==> src/rtl/vtrip_pkg.sv <==
package vtrip_pkg;
  typedef enum logic {CAUSE_LEVEL = 1'b0, CAUSE_SLOPE = 1'b1} trip_cause_e;

  typedef struct packed {
    logic hit;
    logic neg;
  } chk_res_t;
endpackage

==> src/rtl/vtrip_limit_regs.sv <==
module vtrip_limit_regs #(
  parameter int CFG_W       = 8,
  parameter int LVL_CODE_W  = 8,
  parameter int SLP_CODE_W  = 4,
  parameter int STEP_SHIFT  = 15,
  parameter int EXT_SHIFT   = 2,
  parameter int RAISE_SHIFT = 2,
  parameter int MAG_W       = 29
) (
  input  logic             clk,
  input  logic             rst_n,
  input  logic             cfg_we,
  input  logic             cfg_addr,
  input  logic [CFG_W-1:0] cfg_wdata,
  output logic [MAG_W-1:0] lvl_limit,
  output logic [MAG_W-1:0] slp_limit,
  output logic [MAG_W-1:0] slp_limit_raised
);
  localparam logic [LVL_CODE_W-1:0] LVL_RST = '1;
  localparam logic [SLP_CODE_W-1:0] SLP_RST = '1;

  logic [LVL_CODE_W-1:0] lvl_code;
  logic [SLP_CODE_W-1:0] slp_code;
  logic                  ext_q;
  logic                  unused_cfg;

  assign unused_cfg = ^cfg_wdata;

  function automatic logic [MAG_W-1:0] scale(input logic [MAG_W-1:0] code,
                                             input logic ext, input int extra);
    logic [MAG_W-1:0] v;
    v = code << STEP_SHIFT;
    if (ext) v = v << EXT_SHIFT;
    return v << extra;
  endfunction

  // code registers
  always_ff @(posedge clk or negedge rst_n) begin
    if (!rst_n) begin
      lvl_code <= LVL_RST;
      slp_code <= SLP_RST;
      ext_q    <= 1'b0;
    end else if (cfg_we) begin
      if (!cfg_addr) begin
        lvl_code <= cfg_wdata[LVL_CODE_W-1:0];
      end else begin
        slp_code <= cfg_wdata[SLP_CODE_W-1:0];
        ext_q    <= cfg_wdata[CFG_W-1];
      end
    end
  end

  // one-time conversion to LSB units
  always_ff @(posedge clk or negedge rst_n) begin
    if (!rst_n) begin
      lvl_limit        <= scale(MAG_W'(LVL_RST), 1'b0, 0);
      slp_limit        <= scale(MAG_W'(SLP_RST), 1'b0, 0);
      slp_limit_raised <= scale(MAG_W'(SLP_RST), 1'b0, RAISE_SHIFT);
    end else begin
      lvl_limit        <= scale(MAG_W'(lvl_code), ext_q, 0);
      slp_limit        <= scale(MAG_W'(slp_code), ext_q, 0);
      slp_limit_raised <= scale(MAG_W'(slp_code), ext_q, RAISE_SHIFT);
    end
  end

  // raised limit never below the normal one
  a_r4_raised_ge_normal: assert property (@(posedge clk) disable iff (!rst_n)
    slp_limit_raised >= slp_limit);
endmodule

==> src/rtl/vtrip_mag_cmp.sv <==
module vtrip_mag_cmp #(
  parameter int IN_W  = 24,
  parameter int MAG_W = 29
) (
  input  logic [IN_W-1:0]     val,
  input  logic [MAG_W-1:0]    limit,
  output vtrip_pkg::chk_res_t res
);
  localparam int EXT_W = MAG_W - IN_W;

  logic [MAG_W-1:0] wide;
  logic [MAG_W-1:0] mag;

  always_comb begin
    wide    = {{EXT_W{val[IN_W-1]}}, val};
    mag     = val[IN_W-1] ? (~wide + 1'b1) : wide;
    res.hit = mag > limit;
    res.neg = val[IN_W-1];
  end
endmodule

==> src/rtl/vtrip_slope_track.sv <==
module vtrip_slope_track #(
  parameter int DATA_W       = 24,
  parameter int HOLD_SAMPLES = 100
) (
  input  logic              clk,
  input  logic              rst_n,
  input  logic              smp_fire,
  input  logic [DATA_W-1:0] sample,
  input  logic              arm,
  input  logic              disarm,
  output logic [DATA_W:0]   delta,
  output logic              cmp_en,
  output logic              use_raised,
  output logic              armed
);
  localparam int CNT_W = $clog2(HOLD_SAMPLES + 1);

  logic [DATA_W-1:0] prev;
  logic              seeded;
  logic [CNT_W-1:0]  hold_cnt;

  assign delta      = {sample[DATA_W-1], sample} - {prev[DATA_W-1], prev};
  assign cmp_en     = smp_fire && armed && seeded && !arm && !disarm;
  assign use_raised = armed && (hold_cnt != '0);

  always_ff @(posedge clk or negedge rst_n) begin
    if (!rst_n) begin
      armed    <= 1'b0;
      seeded   <= 1'b0;
      prev     <= '0;
      hold_cnt <= '0;
    end else if (disarm) begin
      armed    <= 1'b0;
      seeded   <= 1'b0;
      hold_cnt <= '0;
    end else if (arm) begin
      armed    <= 1'b1;
      seeded   <= 1'b0;
      hold_cnt <= CNT_W'(HOLD_SAMPLES);
    end else if (smp_fire && armed) begin
      prev   <= sample;
      seeded <= 1'b1;
      if (seeded && hold_cnt != '0) hold_cnt <= hold_cnt - 1'b1;
    end
  end

  // disarm wins and takes effect at the next edge
  a_r8_disarm: assert property (@(posedge clk) disable iff (!rst_n)
    disarm |=> !armed);
  // hold counter bounded by its load value
  a_r4_hold_bound: assert property (@(posedge clk) disable iff (!rst_n)
    hold_cnt <= CNT_W'(HOLD_SAMPLES));
  // arming is always followed by an unseeded state
  a_r5_seed_after_arm: assert property (@(posedge clk) disable iff (!rst_n)
    (arm && !disarm) |=> (armed && !seeded));
endmodule

==> src/rtl/vtrip_trip_latch.sv <==
module vtrip_trip_latch (
  input  logic                clk,
  input  logic                rst_n,
  input  logic                clear,
  input  logic                lvl_en,
  input  vtrip_pkg::chk_res_t lvl_res,
  input  logic                slp_en,
  input  vtrip_pkg::chk_res_t slp_res,
  output logic                trip,
  output vtrip_pkg::trip_cause_e cause,
  output logic                neg
);
  import vtrip_pkg::*;

  always_ff @(posedge clk or negedge rst_n) begin
    if (!rst_n) begin
      trip  <= 1'b0;
      cause <= CAUSE_LEVEL;
      neg   <= 1'b0;
    end else if (clear) begin
      trip  <= 1'b0;
      cause <= CAUSE_LEVEL;
      neg   <= 1'b0;
    end else if (!trip) begin
      if (lvl_en && lvl_res.hit) begin
        trip  <= 1'b1;
        cause <= CAUSE_LEVEL;
        neg   <= lvl_res.neg;
      end else if (slp_en && slp_res.hit) begin
        trip  <= 1'b1;
        cause <= CAUSE_SLOPE;
        neg   <= slp_res.neg;
      end
    end
  end

  // latched trip holds its cause and polarity
  a_r6_sticky: assert property (@(posedge clk) disable iff (!rst_n)
    (trip && !clear) |=> (trip && $stable(cause) && $stable(neg)));
  // clear takes effect at the next edge
  a_r7_clear: assert property (@(posedge clk) disable iff (!rst_n)
    clear |=> !trip);
  // a level violation is visible one edge later
  a_r9_latency: assert property (@(posedge clk) disable iff (!rst_n)
    (lvl_en && lvl_res.hit && !clear) |=> trip);
endmodule

==> src/rtl/vtrip_detector.sv <==
module vtrip_detector #(
  parameter int DATA_W       = 24,
  parameter int CFG_W        = 8,
  parameter int LVL_CODE_W   = 8,
  parameter int SLP_CODE_W   = 4,
  parameter int STEP_SHIFT   = 15,
  parameter int EXT_SHIFT    = 2,
  parameter int RAISE_SHIFT  = 2,
  parameter int HOLD_SAMPLES = 100
) (
  input  logic              clk,
  input  logic              rst_n,
  input  logic              s_valid,
  output logic              s_ready,
  input  logic [DATA_W-1:0] s_data,
  input  logic              cfg_we,
  input  logic              cfg_addr,
  input  logic [CFG_W-1:0]  cfg_wdata,
  input  logic              rate_arm,
  input  logic              rate_disarm,
  input  logic              trip_clear,
  output logic              trip,
  output logic              trip_cause,
  output logic              trip_neg,
  output logic              rate_armed,
  output logic              rate_hold
);
  import vtrip_pkg::*;

  localparam int MAG_W = DATA_W + 1 + EXT_SHIFT + RAISE_SHIFT;

  logic             ready_q;
  logic             smp_fire;
  logic [MAG_W-1:0] lvl_limit, slp_limit, slp_limit_raised, slp_sel;
  logic [DATA_W:0]  delta;
  logic             slp_en, use_raised;
  chk_res_t         lvl_res, slp_res;
  trip_cause_e      cause;

  always_ff @(posedge clk or negedge rst_n) begin
    if (!rst_n) ready_q <= 1'b0;
    else        ready_q <= 1'b1;
  end

  assign s_ready  = ready_q;
  assign smp_fire = s_valid && ready_q;

  vtrip_limit_regs #(
    .CFG_W(CFG_W), .LVL_CODE_W(LVL_CODE_W), .SLP_CODE_W(SLP_CODE_W),
    .STEP_SHIFT(STEP_SHIFT), .EXT_SHIFT(EXT_SHIFT),
    .RAISE_SHIFT(RAISE_SHIFT), .MAG_W(MAG_W)
  ) u_limits (
    .clk(clk), .rst_n(rst_n), .cfg_we(cfg_we), .cfg_addr(cfg_addr),
    .cfg_wdata(cfg_wdata), .lvl_limit(lvl_limit), .slp_limit(slp_limit),
    .slp_limit_raised(slp_limit_raised)
  );

  vtrip_slope_track #(.DATA_W(DATA_W), .HOLD_SAMPLES(HOLD_SAMPLES)) u_slope (
    .clk(clk), .rst_n(rst_n), .smp_fire(smp_fire), .sample(s_data),
    .arm(rate_arm), .disarm(rate_disarm), .delta(delta), .cmp_en(slp_en),
    .use_raised(use_raised), .armed(rate_armed)
  );

  assign slp_sel   = use_raised ? slp_limit_raised : slp_limit;
  assign rate_hold = use_raised;

  vtrip_mag_cmp #(.IN_W(DATA_W), .MAG_W(MAG_W)) u_lvl_cmp (
    .val(s_data), .limit(lvl_limit), .res(lvl_res)
  );

  vtrip_mag_cmp #(.IN_W(DATA_W + 1), .MAG_W(MAG_W)) u_slp_cmp (
    .val(delta), .limit(slp_sel), .res(slp_res)
  );

  vtrip_trip_latch u_latch (
    .clk(clk), .rst_n(rst_n), .clear(trip_clear), .lvl_en(smp_fire),
    .lvl_res(lvl_res), .slp_en(slp_en), .slp_res(slp_res),
    .trip(trip), .cause(cause), .neg(trip_neg)
  );

  assign trip_cause = cause;

  // once ready, stays ready
  a_r1_ready: assert property (@(posedge clk) disable iff (!rst_n)
    s_ready |=> s_ready);
  // no slope-caused trip appears while disarmed
  a_r8_no_slope_disarmed: assert property (@(posedge clk) disable iff (!rst_n)
    (!rate_armed && !trip) |=> !(trip && trip_cause));
endmodule

==> config.mk <==
export PLATFORM = sky130hd
export DESIGN_NAME = vtrip_detector
export DESIGN_NICKNAME = d
export VERILOG_FILES = /design/src/rtl/vtrip_pkg.sv /design/src/rtl/vtrip_limit_regs.sv /design/src/rtl/vtrip_mag_cmp.sv /design/src/rtl/vtrip_slope_track.sv /design/src/rtl/vtrip_trip_latch.sv /design/src/rtl/vtrip_detector.sv
export SDC_FILE = /design/constraint.sdc
export NUM_CORES = 1
export LEC_CHECK = 0
export ABC_AREA = 1
export BUFFER_PORTS_ARGS = -buffer_cell sky130_fd_sc_hd__buf_2
export CELL_PAD_IN_SITES_DETAIL_PLACEMENT = 1
export CELL_PAD_IN_SITES_GLOBAL_PLACEMENT = 2
export CORE_MARGIN = 8
export CORE_UTILIZATION = 30
export DETAILED_ROUTE_END_ITERATION = 7
export PLACE_DENSITY = 0.87
export SLEW_MARGIN = 20
export SYNTH_ARGS = -nofsm -noshare
export SYNTH_HDL_FRONTEND = slang
export SYNTH_SLANG_ARGS = --single-unit
==> constraint.sdc <==
create_clock -name clk -period 4 [get_ports clk]
set_clock_uncertainty 0.1 [all_clocks]
set_input_delay 1.2 -clock clk [delete_from_list [all_inputs] [get_ports clk]]
set_output_delay 1.2 -clock clk [all_outputs]
set_load 0.01 [all_outputs]
Yosys cells after proc, flatten, opt, wreduce, memory -nomap -nowiden. Cells that the tools add are included.

Output and inout bits: 6. Word-level logic and storage cells: 73. Flip-flop bits (word level): 135.

Magnitude comparators: 2. Muxes and demuxes: 26. Reduce and logical (&&, ||, !) cells: 21. Bitwise logic cells: 5. Add/sub/neg operators: 4. Equal/unequal tests: 1.

Operators by type and width (count): $mux 29 (3); $add 29x1->29 const B (2); $gt 29x29->1 (2); $not 29->29 (2); $mux 7 (4); $mux 25 (1); $sub 24x24->25 (1); $mux 21 (1); $mux 1 (17); $logic_and 1x1->1 (9); $reduce_bool 3->1 (3); $reduce_and 2->1 (4); $reduce_bool 7->1 (1); $sub 7x1->7 const B (1); $not 1->1 (3); $reduce_and 3->1 (1); $logic_not 1->1 (2); $ne 2x2->1 const B (1); $reduce_bool 2->1 (1).

Depth between registers and ports, before layout. Gate-level depths: netlist of the first run.

Depth in word-level cells: 10. Gate-level depth with buffers: 33. Gate-level depth less buffers: 33.

Hierarchy. From an unflattened synthesis of the first run, not the netlist that was laid out.

Cell total of the unflattened synthesis: 1377. Area, all modules: 8403.1 um2.

By module, submodules not included: vtrip_slope_track (cells an instance 548, area an instance 3213.1 um2, times used 1, sequential area each 825.8 um2); vtrip_limit_regs (cells an instance 181, area an instance 1644.1 um2, times used 1, sequential area each 755.7 um2); vtrip_mag_cmp at u_slp_cmp (cells an instance 272, area an instance 1506.4 um2, times used 1, sequential area each 0.0 um2); vtrip_mag_cmp at u_lvl_cmp (cells an instance 255, area an instance 1458.9 um2, times used 1, sequential area each 0.0 um2); vtrip_detector (cells an instance 98, area an instance 414.1 um2, times used 1, sequential area each 25.0 um2); vtrip_trip_latch (cells an instance 23, area an instance 166.4 um2, times used 1, sequential area each 75.1 um2).

Worst setup path before layout of the first run. OpenSTA, ideal clock, no wires.

Kind: input -> register. From: in s_data[0]. To: reg u_latch.trip. Arrival time: 4.601 ns. Stages: 30. Path buffers: 0. Library setup time: 0.117 ns. Path slack: -0.818 ns. Cell sequence: inv_1 > ha_1 > fa_1 > inv_1 > nand2_1 > nand2_1 > nand3_1 > nand2_1 > nand2_1 > nand2_2 > nand3_1 > nor2_2 > nand3_1 > nor4_1 > a41oi_1 > xnor2_1 > ha_1 > nand4_1 > nor3_1 > o21ai_1 > inv_1 > nand2_1 > nor2_1 > nand3_1 > nand2_1 > nand2_1 > nand2_2 > nand2_2 > o21ai_1 > inv_1.

Cells in the longest elaborated chain, start to end: 10. Elaborated cells on any way between the ends: 15.

Ends and longest elaborated chain: start: declaration (RTL line vtrip_detector.sv:15) `input logic [DATA_W-1:0] s_data,`; $sub 24x24->25 (RTL line vtrip_slope_track.sv:22) `assign delta = {sample[DATA_W-1], sample} - {prev[DATA_W-1], prev};`; $not 29->29 (RTL line vtrip_mag_cmp.sv:16) `mag = val[IN_W-1] ? (~wide + 1'b1) : wide;`; $add 29x1->29 (RTL line vtrip_mag_cmp.sv:16); $mux 29 (RTL line vtrip_mag_cmp.sv:16); $gt 29x29->1 (RTL line vtrip_mag_cmp.sv:17) `res.hit = mag > limit;`; $logic_and 1x1->1 (RTL line vtrip_trip_latch.sv:29) `end else if (slp_en && slp_res.hit) begin`; $mux 1 (RTL line vtrip_trip_latch.sv:29); $mux 1 (*) (RTL line vtrip_trip_latch.sv:25) `if (lvl_en && lvl_res.hit) begin`; $mux 1 (*) (RTL line vtrip_trip_latch.sv:24) `end else if (!trip) begin`; $mux 1 (*) (RTL line vtrip_trip_latch.sv:20) `end else if (clear) begin`; end signal: assignment (RTL line vtrip_trip_latch.sv:21) `trip <= 1'b0;`; end signal: assignment (RTL line vtrip_trip_latch.sv:26) `trip <= 1'b1;`; end signal: assignment (RTL line vtrip_trip_latch.sv:30) `trip <= 1'b1;`; end: declaration (RTL line vtrip_trip_latch.sv:9) `output logic trip,`.

Every way passes the cells marked *; elsewhere a longest branch is shown, timed or not. A chain may end at the register's enable or synchronous reset.

Final worst setup path of the first run. Same ends and word-level chain as after synthesis.

==> key figures, run 1 <==
Status
  • Status: finished, violations left
  • Violations in the final reports: negative setup slack

Finish
  • Area grow syn2layout: 39.5%
  • Nets: 1353
  • Layout cell share with drive strength beyond 1: between 20% and 30%
  • Final Core Density: 42.6%
  • Antenna diodes: 0

Detailed routing
  • Final ANT Viol Nets: 0
  • DR vias/cell: roughly 4.6
  • Final wirelength: approximately 22 mm
  • Via count: a little over 7000
  • Iter 0 DRT Violations: about 230
  • Final routed DRC violation total: 0
  • Wire length per cell: approximately 14 µm
  • Number of iterations in the first detailed-routing pass: 4

Floorplanning
  • CORE AREA: around 21000 µm²
  • I/O pin count: 46
  • Row Count: between 50 and 60
  • Die outline height: around 160 µm
  • Die ar.: between 20000 and 30000 µm²
  • Die Wd: roughly 160 µm
  • Initial Utilization: 30.5%

STA
  • Slew @ Worst Pin: between 0.8 and 0.9 ns
  • Slew HR: between 40% and 50%
  • Tcrit/Tclk final: 120%
  • Fin crit period: approximately 4.8 ns
  • Fin. max-slew vios: 0
  • Final setup violation count: 3
  • Setup TNS: -2.38 ns
  • RSZ-0062 raised after global routing: yes
  • Fin worst setup slack: -0.803 ns
  • Fmax: between 200 and 250 MHz
  • Final Hold Violating Endpoints: 0

Logic synthesis
  • Proportion of netlist area held by the largest area contributor: between 10% and 20%
  • Syn_nets: ~1100
  • Ys async rst share: between 90% and 100%
  • Synth Area in Compound Gates: 9.47%
  • XOR/XNOR share of the synthesized area: between 4 and 5%
  • Simple-Gate Fraction of Synth Area: a little under two fifths
  • Ranking of synthesized cells by area: nand2_1, dfrtp_1, inv_1
  • Sequential area share after synthesis: about a quarter
  • Mean Syn Cell Area: between 6 and 7 µm²
  • Ys flop type: dfrtp_1
  • Post-synth top cells: nand2_1, inv_1, nor2_1, nand3_1, a21oi_1
  • Largest family of logic cells by synthesized area: simple AND/OR/NAND/NOR gates
  • Syn Inst Count: between 1000 and 1500
  • Mux cell area share after synthesis: less than 1%
  • Yosys top cell by area: nand2_1
  • EDFF count, synth: 0
  • Synth warn: 0
  • Post-Synth Adder-Cell Area: a little under a tenth
  • Yosys reg bits: 66
  • Count leader, synth: nand2_1
  • Area of the mapped netlist: roughly 6400 µm²
  • Yosys cell types: 43

Place
  • I/O Buffers: 45
  • RePlAce Congestion: about 0.85
  • Dpl hpwl: 18.2 mm

CTS
  • Bufs on Longest Clock Path: 2
  • Clock root buffer: clkbuf_16
  • CTS tree: yes
  • H-tree Lvls: 3
  • Clock transition at the registers of the reported paths: ~0.060 ns
  • Cts bufs inserted: 9
  • Clk_lat worst skew: between 0.3 and 0.4 ns
  • TritonCTS sink count: between 60 and 70

Setup path
  • Crit path from: s_data[0]
  • Worst-path maximum fanout: 3
  • CP arrival: 4.94 ns
  • Slowest CP cell: fa_2
  • Required @ worst endpoint: ~4.1 ns
  • Critical register-to-register path startpoint: u_slope.prev[0]
  • Type of the worst setup path: in -> reg
  • Max incr delay on CP: between 0.6 and 0.7 ns
  • Crit end category: flop
  • Setup crit start kind: primary input

Power and ir drop
  • P_leak: 4.91 nW
  • Clock share of power: about a fifth
  • Int Power: approximately 2.5 mW
  • P_sw: 1.80 mW
  • Switching share of power: 41.8%
  • Pwr Density: 481 nW/µm²
  • Maximum vdd ir drop: ~0.00028 V
  • Comb power frac: 60.8%
  • Sequential power share: about 20%

GRT
  • Met2 track demand over resource: between 20 and 30%
  • GRT Max-Usage Layer: met2
  • Vias in the first global route: roughly 7600
  • Initial antenna violation count: 0
  • Met3 Resource Use GR: roughly 1.7%
  • Gr ovfl total: 0
  • Met1 Use GR: ~22%
  • First-pass GRT wire length: 36.6 mm
  • Gr usage total: between 10% and 20%
  • Pin count of the biggest net entering global routing: 67

Worst hold path
  • Worst hold start: u_limits.slp_code[0]
  • Worst hold path type: reg -> reg

Flow run
  • # Max-Cap Violations: 0
## metal layers
layer / vias to the layer above / part of all wire [%]
li1: 3702 / -
met1: 3389 / 48
met2: 56 / 49
met3: 25 / 1.4
met4: 0 / 2.1
met5: - / 0
## per-stage QoR
| stage | std cells | total power [mW] | setup WS, ns | hold slack [ns] | instance area [µm²] |
|---|---|---|---|---|---|
| 6_report | 1546 | 4.29 | -0.803 | 0.371 | 8920 |
| 3_5_place_dp | 1522 | 3.33 | -1.25 | 0.356 | 8430 |
| 4_1_cts | 1542 | 4.30 | -0.666 | 0.372 | 8850 |
| 5_1_grt | 1546 | 4.67 | -1.09 | 0.389 | 8920 |
| 3_3_place_gp | 1522 | 3.24 | -1.18 | 0.346 | 8430 |
| 2_1_floorplan | 1024 | 2.25 | -0.672 | 0.333 | 6490 |
## power by group through the flow
| stage | clock (mW) | sequential, mW | combinational, mW |
|---|---|---|---|
| 2_1_floorplan | 0 | 0.846 | 1.40 |
| 3_3_place_gp | 0 | 0.863 | 2.38 |
| 4_1_cts | 0.845 | 0.862 | 2.59 |
| 3_5_place_dp | 0 | 0.869 | 2.46 |
| 5_1_grt | 0.860 | 0.874 | 2.94 |
| 6_report | 0.821 | 0.861 | 2.61 |
## flip-flops by register name, summed over array words and instances, names as in the netlist
signal / cells
u_latch.neg: 1
u_slope.armed: 1
s_ready: 1
u_slope.hold_cnt: 7
u_latch.trip: 1
u_limits.ext_q: 1
u_limits.lvl_limit: 10
u_limits.slp_code: 4
u_limits.slp_limit_raised: 6
u_limits.lvl_code: 8
u_slope.seeded: 1
u_slope.prev: 24
u_latch.cause: 1
## worst paths after layout
check                                                end  slack, ns  cells after the start
setup / recovery                            u_latch.trip      -0.80                     28
hold / removal             u_limits.slp_limit_raised[17]       0.37                      2
setup reg to reg                            u_latch.trip      -0.25                     26
hold reg to reg            u_limits.slp_limit_raised[17]       0.37                      2
max in group asynchronous               u_slope.prev[22]       2.26                      2
min in group asynchronous                u_slope.prev[1]       0.94                      2
## layout make-up
| cell class | count | area (µm²) |
|---|---|---|
| inverter | 194 | 741 |
| sequential | 66 | 1680 |
| timing repair buffer | 246 | 1750 |
| multi-input combinational | 749 | 4110 |
| clock inverter | 3 | 40.0 |
| tap | 275 | 344 |
| clock buffer | 13 | 260 |
| fill | 2801 | 12000 |
## layout by cell type, fill, tap and decap left out, types with 29 or more instances in the layout
master,n
nand2_1,286
buf_4,200
inv_1,190
nor2_1,99
nand3_1,68
a21oi_1,48
o21ai_0,45
buf_2,44
dfrtp_1,42
ha_1,40
nand4_1,29
## critical path: cells and delay by family
family | cells | cell delay [ns]
AOI/OAI and AO/OA | 4 | 0.48
and+or+nand+nor | 16 | 1.79
buffers and inverters | 4 | 0.22
adders and majority gates | 3 | 1.09
xor gates and xnor gates | 1 | 0.16
## cells by family (layout without fill, tap and decap cells)
| family | count (synthesis) | count (layout) |
|---|---|---|
| AO/OA/AOI/OAI | 113 | 113 |
| XOR/XNOR | 33 | 33 |
| adder cells (fa/ha/maj) | 47 | 47 |
| buffers and inverters | 209 | 456 |
| flip-flops | 66 | 66 |
| multiplexers | 2 | 2 |
| other | 2 | 2 |
| AND/OR/NAND/NOR | 552 | 552 |
## repair_timing
item                                   4_1_cts  5_1_grt
pin swaps                                   20       16
setup buffers                                4        4
hold buffers                                 0        0
endpoints found under the hold margin        0        0
setup endpoints to repair                    3        3
gates resized for setup                     18        9
Note: power is estimated with default switching activity, not from simulation.
==> run 2, diff against run 1 <==
--- a/config.mk
+++ b/config.mk
@@ -12,7 +12,8 @@
 export CORE_MARGIN = 8
 export CORE_UTILIZATION = 30
 export DETAILED_ROUTE_END_ITERATION = 7
-export PLACE_DENSITY = 0.87
+export PLACE_DENSITY_LB_ADDON = 0.1
+export SKIP_CTS_REPAIR_TIMING = 1
 export SLEW_MARGIN = 20
 export SYNTH_ARGS = -nofsm -noshare
 export SYNTH_HDL_FRONTEND = slang
==> run 2 against run 1 <==
The flow still finishes with violations (negative setup slack). Non-clock buffer count decreased by 3. Combinational power decreased by 2%. Critical path type unchanged. Highest routed layer unchanged. Clock power hardly changed. Sequential share of layout area grew 0.072 points.
==> key figures, run 2 (synthesized netlist as in run 1, its figures left out) <==
Status
  • Status: finished, violations left
  • Violations in the final reports: negative setup slack

Finish
  • Area grow syn2layout: 39.0%
  • Biggest regs: u_slope.prev (24), u_limits.lvl_limit (10), u_limits.lvl_code (8)
  • Antenna diodes: 0 (unchanged)
  • Largest Register: u_slope.prev
  • Commonest non-fill, non-tap cell in the layout: nand2_1
  • Commonest cells after routing, fill and taps aside: nand2_1, buf_4, inv_1, nor2_1, nand3_1
  • Layout cell share with drive strength beyond 1: 27.8% (+0.066 points)
  • Final Core Density: 42.4% (-0.16 points)
  • Max reg flops: 24 (unchanged)
  • Nets: 1350 (-0.22%)

Setup path
  • Crit end category: flop
  • CP arrival: 4.93 ns (about the same)
  • Required @ worst endpoint: 4.14 ns (about the same)
  • Setup crit start kind: primary input
  • Worst-path maximum fanout: 3 (unchanged)
  • Type of the worst setup path: in -> reg

Flow run
  • # Max-Cap Violations: 0 (unchanged)

Place
  • I/O Buffers: 45 (unchanged)
  • Dpl hpwl: 18.8 mm (+3.0%)
  • RePlAce Congestion: 0.835 (-1.5%)
  • Setup slack at placement: -1.26 ns (-0.0127 ns)

Power and ir drop
  • Maximum vdd ir drop: 0.000228 V (-18%)
  • Pwr Density: 476 nW/µm² (-1.1%)
  • P_leak: 4.89 nW (-0.33%)

Floorplanning
  • Die outline height: 162 µm (unchanged)
  • Die Wd: 162 µm (unchanged)
  • Row Count: 53 (unchanged)
  • I/O pin count: 46 (unchanged)
  • Die ar.: 26200 µm² (unchanged)
  • CORE AREA: 21000 µm² (unchanged)
  • Initial Utilization: 30.5% (unchanged)

Detailed routing
  • Final routed DRC violation total: 0 (unchanged)
  • Number of iterations in the first detailed-routing pass: 4 (unchanged)
  • Wire length per cell: 14.1 µm (-0.49%)
  • DR vias/cell: 4.52 (-2.6%)
  • Final ANT Viol Nets: 0 (unchanged)
  • Iter 0 DRT Violations: 233 (+2.6%)
  • Via count: 6973 (-2.8%)
  • Final wirelength: 21.7 mm (-0.68%)

CTS
  • Bufs on Longest Clock Path: 2 (unchanged)
  • H-tree Lvls: 3 (unchanged)
  • Clock transition at the registers of the reported paths: 0.06 ns (about the same)
  • TritonCTS sink count: 66 (unchanged)
  • Clk_lat worst skew: 0.34 ns (about the same)
  • Clock root buffer: clkbuf_16
  • CTS tree: yes
  • Cts bufs inserted: 9 (unchanged)

GRT
  • Gr ovfl total: 0 (unchanged)
  • Initial antenna violation count: 0 (unchanged)
  • Pin count of the biggest net entering global routing: 67 (unchanged)
  • First-pass GRT wire length: 36.5 mm (-0.26%)
  • Vias in the first global route: 7355 (-3.0%)
  • Gr usage total: 17.2% (+0.16 points)

STA
  • Fin. max-slew vios: 0 (unchanged)
  • Fmax: 209 MHz (+0.20%)
  • RSZ-0062 raised after global routing: yes
  • Fin worst setup slack: -0.794 ns (+0.00935 ns)
  • Final Hold Violating Endpoints: 0 (unchanged)
  • Slew @ Worst Pin: 0.875 ns (-0.0120 ns)
  • Fin crit period: 4.79 ns (-0.00935 ns)
  • Hold slack: 0.362 ns (-0.00877 ns)
  • Tcrit/Tclk final: 120% (-0.23 points)
  • Slew HR: 41.7% (+0.80 points)
  • Final setup violation count: 3 (unchanged)
  • Setup TNS: -2.36 ns (+0.0186 ns)

Worst hold path
  • Worst hold path type: reg -> reg
[run 2: changes by cell type in the layout (fill, tap and decap cells not counted), moves of 2 or more]
| cell | previous run | this run |
|---|---|---|
| ha_2 | 0 | 5 |
| ha_4 | 6 | 3 |
| buf_4 | 200 | 198 |
| clkbuf_1 | 2 | 0 |
| clkbuf_16 | 9 | 11 |
| clkbuf_8 | 2 | 0 |
| clkinv_4 | 0 | 2 |
| ha_1 | 40 | 38 |
| inv_6 | 0 | 2 |
[run 2: final timing paths]
kind / startpoint / cells after the start / slack [ns] / endpoint
worst min-delay path: u_limits.slp_code[0] / 2 / 0.36 / u_limits.slp_limit_raised[17]
worst max-delay path: s_data[0] / 28 / -0.79 / u_latch.trip
worst min register to register: u_limits.slp_code[0] / 2 / 0.36 / u_limits.slp_limit_raised[17]
max in group asynchronous: rst_n / 2 / 2.27 / u_slope.prev[22]
worst max register to register: u_slope.prev[0] / 26 / -0.24 / u_latch.trip
min in group asynchronous: rst_n / 2 / 0.92 / u_slope.prev[5]
[run 2: area by class of cell]
| cell class | instances | area (µm²) |
|---|---|---|
| Inverter | 194 | 741 |
| Clock inverter | 5 | 40.0 |
| Tap cell | 275 | 344 |
| Multi-Input combinational cell | 749 | 4090 |
| Sequential cell | 66 | 1680 |
| Timing Repair Buffer | 243 | 1720 |
| Clock buffer | 11 | 275 |
| Fill cell | 2864 | 12100 |
[run 2: report_power, final]
group	leakage [nW]	switching, mW	internal (mW)
sequential	0.774	0.0613	0.797
clock	0.157	0.320	0.500
combinational	3.96	1.39	1.16
total	4.89	1.78	2.46
[run 2: through the flow]
stage / instance area [µm²] / total power [mW] / instances
after floorplan: 6490 / 2.25 / 1024
after global placement: 8440 / 3.33 / 1523
after detailed placement: 8440 / 3.37 / 1523
after CTS: 8760 / 4.23 / 1539
after global routing: 8890 / 4.63 / 1543
final: 8890 / 4.23 / 1543
[run 2: worst max-delay path, stage by stage]
cell	delay (ns)
buf_8	0.09
inv_12	0.03
ha_4	0.15
fa_2	0.61
nand2_2	0.06
a21oi_2	0.12
nand3_1	0.10
nor2_2	0.16
nand3_2	0.12
nor2_4	0.15
nand3_4	0.10
nor4_4	0.32
a41oi_2	0.17
xnor2_1	0.16
ha_1	0.30
nand4_1	0.11
nor3_2	0.17
o21ai_1	0.09
inv_1	0.07
nand2_1	0.05
nor2_1	0.10
nand3_1	0.07
nand2_1	0.07
nand2_1	0.06
nand2_2	0.07
nand2_2	0.07
o21ai_2	0.10
inv_1	0.04
[run 2: layer usage]
layer | GRT usage (%) | vias to the layer above | wire, µm
met3 | 2.18 | 12 | 352
met1 | 24.0 | 3221 | 11200
met2 | 27.9 | 45 | 9930
met5 | 0 | - | 0
met4 | 3.70 | 0 | 248
li1 | - | 3695 | -
